File: src/rtl/rev_sel6.sv
module rev_sel6 (
  input  logic a,
  input  logic b,
  input  logic c,
  input  logic d,
  input  logic e,
  input  logic f,
  output logic p,
  output logic q,
  output logic r,
  output logic s,
  output logic t,
  output logic u
);
  assign p = (~e & ((a & ~f) | (b & f))) | (e & ((c & ~f) | (d & f)));
  assign q = a ^ b ^ c;
  assign r = e ^ f;
  assign s = c ^ d;
  assign t = d ^ e ^ f;
  assign u = e;
endmodule

File: src/rtl/rev_shift4.sv
module rev_shift4 #(
  parameter int W = 4,
  localparam int GW = 4 * W + 1
) (
  input  logic [W-1:0]  d,
  input  logic [1:0]    func,
  output logic [W-1:0]  q,
  output logic [GW-1:0] junk
);
  logic [W:0] echain;
  assign echain[0] = func[1];
  assign junk[GW-1] = echain[W];

  for (genvar i = 0; i < W; i++) begin : g_cell
    logic src_b, src_c;
    if (i == W - 1) begin : g_top
      assign src_b = 1'b0;
    end else begin : g_mid_b
      assign src_b = d[i+1];
    end
    if (i == 0) begin : g_bot
      assign src_c = 1'b0;
    end else begin : g_mid_c
      assign src_c = d[i-1];
    end
    rev_sel6 u_cell (
      .a(d[i]), .b(src_b), .c(src_c), .d(1'b0),
      .e(echain[i]), .f(func[0]),
      .p(q[i]),
      .q(junk[4*i]), .r(junk[4*i+1]), .s(junk[4*i+2]), .t(junk[4*i+3]),
      .u(echain[i+1])
    );
  end
endmodule

File: config.mk
export PLATFORM = sky130hd
export DESIGN_NAME = rev_shift4
export DESIGN_NICKNAME = d
export VERILOG_FILES = /design/src/rtl/rev_sel6.sv /design/src/rtl/rev_shift4.sv
export SDC_FILE = /design/constraint.sdc
export NUM_CORES = 1
export LEC_CHECK = 0
export ABC_CLOCK_PERIOD_IN_PS = 1650
export BUFFER_PORTS_ARGS = -buffer_cell sky130_fd_sc_hd__buf_4
export CORE_AREA = 2 2 39 41
export DETAILED_ROUTE_END_ITERATION = 16
export DIE_AREA = 0 0 41 43
export GPL_TIMING_DRIVEN = 0
export SYNTH_ARGS = -nofsm -noshare
export SYNTH_HDL_FRONTEND = slang
export SYNTH_HIERARCHICAL = 1
export SYNTH_SLANG_ARGS = --single-unit
File: constraint.sdc
create_clock -name vclk -period 1.65
set_input_delay 0.4125 -clock vclk [all_inputs]
set_output_delay 0.4125 -clock vclk [all_outputs]
set_load 0.01 [all_outputs]
# After elaboration in Yosys (flattened, before gate mapping)
# Cells that the tools add are included.
dict set report classes {
  n_bitwise 28
}
# operator n
set op_table {}
lappend op_table {{bitwise AND 1 bit} 14}
lappend op_table {{bitwise OR 1 bit} 6}
lappend op_table {{XOR 1 bit} 6}
lappend op_table {{inverter 1 bit} 2}
dict set report word_totals {
  regBits 0
  inputBits 6
  out_inout_bits 21
  elab_cells 28
}

# Longest topological paths before layout
# Gate-level depths: netlist of run 1.
dict set report logic_depth {
  word_depth 5
  depth_mapped 5
  ltp_nobuf 1
}

# Cells and area by module
# Netlist of run 1, hierarchy kept.
# module instances cells_each area_each_um2 seq_area_each_um2
set by_module_without_submodules {}
lappend by_module_without_submodules {rev_sel6 4 6 95.1 0.0}
lappend by_module_without_submodules {rev_shift4 1 2 11.3 0.0}

# Least setup slack after synthesis of run 1
# No wires, ideal clock.
dict set report synth_path {
  path_kind {in2out}
  startpoint {in func[1]}
  endpoint {out junk[15]}
  arrival_ps 1215
  required_ps 1237
  path_slack_ps 23
  stages 4
  n_path_buf 3
  path_cell_list {buf_4 buf_4 buf_4 xor3_1}
}
dict set report synth_via {
  elab_chain_cells 1
}
# item line
set synth_rtl {}
lappend synth_rtl {{start: declaration} rev_shift4.sv:6} ;# input logic [1:0] func,
lappend synth_rtl {{XOR 1 bit} rev_sel6.sv:19} ;# assign t = d ^ e ^ f;
lappend synth_rtl {{end: declaration} rev_shift4.sv:8} ;# output logic [GW-1:0] junk
# Every way passes these cells.

# Final worst setup path of run 1
dict set report layout_path {
  startpoint {in func[0]}
  endpoint {out q[1]}
}
dict set report layout_via {
  elab_chain_cells 5
  elab_cells_between_ends 8
  cone_classes {bitwise (8)}
}
# item line
set layout_rtl {}
lappend layout_rtl {{inverter 1 bit} rev_sel6.sv:15} ;# assign p = (~e & ((a & ~f) | (b & f))) | (e & ((c & ~f) | (d & f)));
lappend layout_rtl {{bitwise AND 1 bit} rev_sel6.sv:15}
lappend layout_rtl {{bitwise OR 1 bit} rev_sel6.sv:15}
lappend layout_rtl {{bitwise AND 1 bit} rev_sel6.sv:15}
lappend layout_rtl {{bitwise OR 1 bit (*)} rev_sel6.sv:15}
lappend layout_rtl {{end: declaration} rev_shift4.sv:7} ;# output logic [W-1:0] q,
# Every way passes the cells marked *; elsewhere a longest branch is shown, timed or not.

==> reports/results.ini, run 1 <==
[run_status]
status = completed

[synthesis]
synth_cell_types = 5
postSynthAreaPerCell_sq_um = 15.1
netlist_area_sq_um = 392
yosys_warnings = 6
seq_area_frac_synth_pct = 0
synth_cells = 26

[floorplan]
start_util_pct = 28.3
num_rows = 14
die_area_sq_um = 1760
die_x_um = 41
chipHeight_um = 43
coreArea_sq_um = 1380
pin_count = 27

[power_and_ir_drop]
powerDensity_nw_per_um2 = 373
power.leakage_nw = 0.422
ir_worst_vdd_mv = 0.163
finalPower_uw = 273

[final_layout]
final_common_cell = buf_4
antenna_cells = 0
seq_cell_count = 0
post-route-util_pct = 52.9
nFillCells = 141
area_growth_pct = 86.9
nNetsFinal = 80
drive_above_1_share_pct = 54.2
nClkBuffers = 0
final_cell_mix = buf_4 (29), conb_1 (17), xor3_1 (8), xor2_1 (8)
fin_cells = 88
seq_area_sq_um = 0
final_area_sq_um = 732

[timing]
fmax_mhz = 625
setup_viol = 0
post-route-period-util_pct = 97.0
slew_viol_final = 0
setup-tns-final_ns = 0
fin_ws_ns = 0.0496
post-route-min-period_ns = 1.60
whs_ns = 1.14
rsz0062_at_grt = false
hold_viol = 0

[detailed_routing]
antenna_left = 0
dr.pass1.iters = 2
routedWlPerCell_um = 8.06
drt_iter0_markers = 2
viasPerCell = 3.70
drc_errors = 0
num_vias = 326
wl_um = 709

[place]
place_ws_ns = -0.244
dpl-instance-area_sq_um = 667
place.gp.congestion = 0.561
dpl.hpwl_um = 574
portBuffers = 26
dp.cells = 84

[hold_path]
hold_path.startpoint = func[0]
min_delay_worst_endpoint = junk[13]
whs_path_depth = 3
min_path_type = in -> out

[global_routing]
grt_pass1_vias = 261
grt_pass1_wl_um = 1100
grtUsageTotal_pct = 8.45
antenna_found_initial = 0
grt_overflow = 0
grt_max_degree = 13

[setup_path]
critPathCaptureType = primary output
critPathKind = in -> out
start_kind = input pin
path_max_fanout = 12
worstPathRequired_ns = 1.24
arrival_ns = 1.19

[run]
drv_cap = 0

-- cell families (layout without fill, tap and decap cells) --
logic type                after synthesis  after routing  synth area share [%]
xor gates and xnor gates               16             16                  66.5
muxes                                   4              4                  23.0
buffers and inverters                   5             35                  9.59
other                                   1             17                 0.958
-- cells in the mapped netlist, drive strengths merged --
library cell  instances  area share, %
xor2                  8             18
xor3                  8             49
buf                   5            9.6
mux4                  4             23
conb                  1           0.96
-- cell type report --
class	instances	area (sq um)	share of cell area [%]
plain buffers	4	37.5	5.13
multi-input cells	37	414	56.6
well taps	16	20.0	2.74
repair buffers	31	260	35.6
-- power by group --
part	total (mW)	internal, mW	leakage [nW]	switching [mW]
registers	0	0	0	0
clock network	0	0	0	0
logic	0.273	0.174	0.422	0.0993
-- worst max-delay path by stage --
stage,cells past startpoint,from,to,slack (ns)
global route,3,func[0],q[1],0.02
detailed placement,6,func[1],junk[15],-0.24
finish,3,func[0],q[1],0.05
CTS,6,func[1],q[3],-0.03
floorplan,4,func[1],junk[15],0.02
global placement,6,func[1],junk[15],-0.24
-- per-layer routing --
layer / part of all wire [%] / GRT usage, % / vias up / wire length, um
met5: 0 / 0 / - / 0
met4: 0 / 0 / 0 / 0
met3: 10 / 0.524 / 0 / 72
met2: 54 / 16.6 / 14 / 383
met1: 36 / 9.76 / 143 / 254
li1: - / - / 169 / -
-- timing repair --
item,CTS,global route
resized for setup,9,1
pin swaps,1,0
setup endpoints to repair,8,3
endpoints found under the hold margin,0,0
buffers inserted,4,1
hold buffers,0,0
-- worst max-delay path, stage by stage --
cell	delay, ns
buf_12	0.11
mux4_2	0.50
buf_4	0.16
No activity file was read; power rests on OpenSTA's default activity.
==> run 2, diff against run 1 <==
--- a/config.mk
+++ b/config.mk
@@ -5,7 +5,7 @@
 export SDC_FILE = /design/constraint.sdc
 export NUM_CORES = 1
 export LEC_CHECK = 0
-export ABC_CLOCK_PERIOD_IN_PS = 1650
+export ABC_CLOCK_PERIOD_IN_PS = 1600
 export BUFFER_PORTS_ARGS = -buffer_cell sky130_fd_sc_hd__buf_4
 export CORE_AREA = 2 2 39 41
 export DETAILED_ROUTE_END_ITERATION = 16
==> constraint.sdc (replaced) <==
create_clock -name vclk -period 1.6
set_input_delay 0.4 -clock vclk [all_inputs]
set_output_delay 0.4 -clock vclk [all_outputs]
set_load 0.01 [all_outputs]
==> reports/results.ini, run 2 (same netlist as run 1, synthesis figures left out) <==
[final_layout]
antenna_cells = 0
nClkBuffers = 0
final_area_sq_um = 732
seq_cell_count = 0
seq_area_sq_um = 0
multi_input_area_sq_um = 414
post-route-util_pct = 52.9
final_common_cell = buf_4
fin_cells = 88
final_cell_mix = buf_4 (29), conb_1 (17), xor3_1 (8), xor2_1 (8)
drive_above_1_share_pct = 54.2
nNetsFinal = 80
area_growth_pct = 86.9
nFillCells = 138

[setup_path]
critPathKind = in -> out
worstPathCellList = buf_12, mux4_2, buf_4
critPathCaptureType = primary output
worstPathRequired_ns = 1.20
critPathMaxStageDelay_ns = 0.49
crit_slowest_cell = mux4_2
path_max_fanout = 12
path_buf_inv = 2
start_kind = input pin
path_delay_family = multiplexers
arrival_ns = 1.17

[timing]
slew_viol_final = 0
post-route-min-period_ns = 1.57
rsz0062_at_grt = false
fmax_mhz = 639
hold_viol = 0
setup-tns-final_ns = 0
fin_ws_ns = 0.0343
setup_viol = 0
post-route-period-util_pct = 97.9
whs_ns = 1.12

[global_routing]
grt_pass1_wl_um = 1170
grt_overflow = 0
grtUsageTotal_pct = 9.04
grt_max_degree = 13
grt_pass1_vias = 316
antenna_found_initial = 0

[floorplan]
num_rows = 14
start_util_pct = 28.3
die_area_sq_um = 1760
pin_count = 27
chipHeight_um = 43
die_x_um = 41
coreArea_sq_um = 1380

[place]
place.gp.congestion = 0.601
portBuffers = 26
dpl-instance-area_sq_um = 667
dp.cells = 84
place_ws_ns = -0.208

[hold_path]
whs_path_depth = 3
hold_path.startpoint = func[0]
min_delay_worst_endpoint = junk[9]
min_path_type = in -> out

[run]
drv_cap = 0

[detailed_routing]
routedWlPerCell_um = 8.85
num_vias = 347
drt_iter0_markers = 1
dr.pass1.iters = 2
antenna_left = 0
viasPerCell = 3.94
wl_um = 779
drc_errors = 0

[power_and_ir_drop]
powerDensity_nw_per_um2 = 386
ir_worst_vdd_mv = 0.150
power.leakage_nw = 0.422
finalPower_uw = 282

[clock_tree]
hold_buffers = 0

[run_status]
status = completed

==> run 2: timing repair <==
action                                  in CTS  in global routing
pin swaps                                    2                  0
resized for setup                            8                  2
buffers inserted                             5                  0
endpoints found under the setup margin       8                  6
==> run 2: layout make-up <==
| class | instances | share of cell area [%] |
|---|---|---|
| Timing Repair Buffer | 31 | 35.6 |
| Tap cell | 16 | 2.74 |
| Buffer | 4 | 5.13 |
| Multi-Input combinational cell | 37 | 56.6 |
==> run 2: power breakdown <==
part           internal (mW)  total [mW]  leakage (nW)  switching (mW)
clock                      0           0             0               0
sequential                 0           0             0               0
combinational          0.179       0.282         0.422           0.104
total                  0.179       0.282         0.422           0.104
==> run 2: how the worst max path moves through the flow <==
| stage | slack, ns | endpoint | start | cells past startpoint |
|---|---|---|---|---|
| 4_1_cts | -0.05 | q[3] | func[1] | 6 |
| 2_1_floorplan | 0.07 | q[3] | func[1] | 4 |
| 5_1_grt | 0.006 | q[0] | func[0] | 3 |
| 3_5_place_dp | -0.21 | q[3] | func[1] | 6 |
| 3_3_place_gp | -0.20 | q[3] | func[1] | 6 |
| 6_report | 0.03 | q[2] | func[0] | 3 |
==> run 2: metal layers <==
metal	share of wire, %	wire length (um)	track usage [%]
met3	12	90	1.05
met5	0	0	0
met1	35	273	8.33
met2	53	415	19.4
met4	0	0	0
==> run 3, diff against run 2 <==
--- a/config.mk
+++ b/config.mk
@@ -5,7 +5,7 @@
 export SDC_FILE = /design/constraint.sdc
 export NUM_CORES = 1
 export LEC_CHECK = 0
-export ABC_CLOCK_PERIOD_IN_PS = 1600
+export ABC_CLOCK_PERIOD_IN_PS = 1800
 export BUFFER_PORTS_ARGS = -buffer_cell sky130_fd_sc_hd__buf_4
 export CORE_AREA = 2 2 39 41
 export DETAILED_ROUTE_END_ITERATION = 16
==> constraint.sdc (replaced) <==
create_clock -name vclk -period 1.8
set_input_delay 0.45 -clock vclk [all_inputs]
set_output_delay 0.45 -clock vclk [all_outputs]
set_load 0.01 [all_outputs]
==> reports/results.ini, run 3 (same netlist as run 1, synthesis figures left out) <==
[floorplan]
num_rows = 14
start_util_pct = 28.3
die_area_sq_um = 1760
die_x_um = 41
pin_count = 27
chipHeight_um = 43
coreArea_sq_um = 1380

[run_status]
status = completed

[global_routing]
grt_max_degree = 13
grt_pass1_wl_um = 1010
grt_pass1_vias = 247
grt_overflow = 0
grtUsageTotal_pct = 7.64
antenna_found_initial = 0

[final_layout]
seq_area_sq_um = 0
nNetsFinal = 78
fin_cells = 86
final_common_cell = buf_4
drive_above_1_share_pct = 52.9
final_cell_mix = buf_4 (27), conb_1 (17), xor3_1 (8), xor2_1 (8), buf_6 (6)
antenna_cells = 0
nClkBuffers = 0
seq_cell_count = 0
area_growth_pct = 79.9

[detailed_routing]
num_vias = 319
viasPerCell = 3.71
routedWlPerCell_um = 7.69
drc_errors = 0
wl_um = 661
dr.pass1.iters = 2
antenna_left = 0
drt_iter0_markers = 2

[timing]
hold_viol = 0
rsz0062_at_grt = false
setup-tns-final_ns = 0
slew_viol_final = 0
whs_ns = 1.18
fmax_mhz = 566
setup_viol = 0
post-route-period-util_pct = 98.1
post-route-min-period_ns = 1.77

[power_and_ir_drop]
power.leakage_nw = 0.408
powerDensity_nw_per_um2 = 343
finalPower_uw = 242
ir_worst_vdd_mv = 0.129

[setup_path]
worstPathRequired_ns = 1.35
start_kind = input pin
critPathCaptureType = primary output
crit_path_start = func[1]
path_max_fanout = 4
critPathKind = in -> out
arrival_ns = 1.32

[hold_path]
hold_path.startpoint = func[1]
min_delay_worst_endpoint = junk[1]
min_path_type = in -> out
whs_path_depth = 3

[place]
place.gp.congestion = 0.561
dp.cells = 84
dpl.hpwl_um = 574
portBuffers = 26

[run]
drv_cap = 0

-- run 3: changes by cell type in the layout (fill, tap and decap cells not counted) --
cell / change
buf_12: -1
buf_4: -2
buf_6: +2
buf_8: -1
-- run 3: what timing repair did --
action	4_1_cts	5_1_grt
endpoints found under the setup margin	4	2
hold buffers	0	0
pin swaps	1	0
buffers inserted	2	0
gates resized for setup	5	1
-- run 3: critical path, stage by stage --
cell and delay, ns:
buf_6 0.11, buf_6 0.11, buf_6 0.12, buf_6 0.12, mux4_2 0.28, buf_6 0.13
-- run 3: metrics by stage --
stage	area, sq um	setup slack [ns]	utilization [%]
after floorplan	452	0.0976	-
after global placement	667	-0.164	48.2
after detailed placement	667	-0.169	48.2
after CTS	701	0.0176	50.6
after global routing	704	0.00994	50.9
final	704	0.0334	50.9
-- run 3: metal layers --
layer,vias up,global-route usage [%],routed length (um)
li1,164,-,-
met1,141,9.43,244
met2,14,14.4,344
met3,0,0.524,72
met4,0,0,0
met5,-,0,0
-- run 3: power by group --
part	internal (mW)	total, mW	switching, mW
sequential	0	0	0
combinational	0.152	0.242	0.0895
clock	0	0	0
-- run 3: area by class of cell --
class              count  area (sq um)
plain buffers          5          48.8
fillers              144           679
multi-input cells     37           414
well taps             16          20.0
repair buffers        28           221
-- run 3: worst max-delay path by stage --
stage | depth (start not counted) | slack [ns] | to
5_1_grt | 6 | 0.01 | q[3]
3_3_place_gp | 6 | -0.16 | junk[15]
6_report | 6 | 0.03 | q[3]
4_1_cts | 3 | 0.02 | q[1]
3_5_place_dp | 6 | -0.17 | junk[15]
2_1_floorplan | 4 | 0.1 | junk[15]
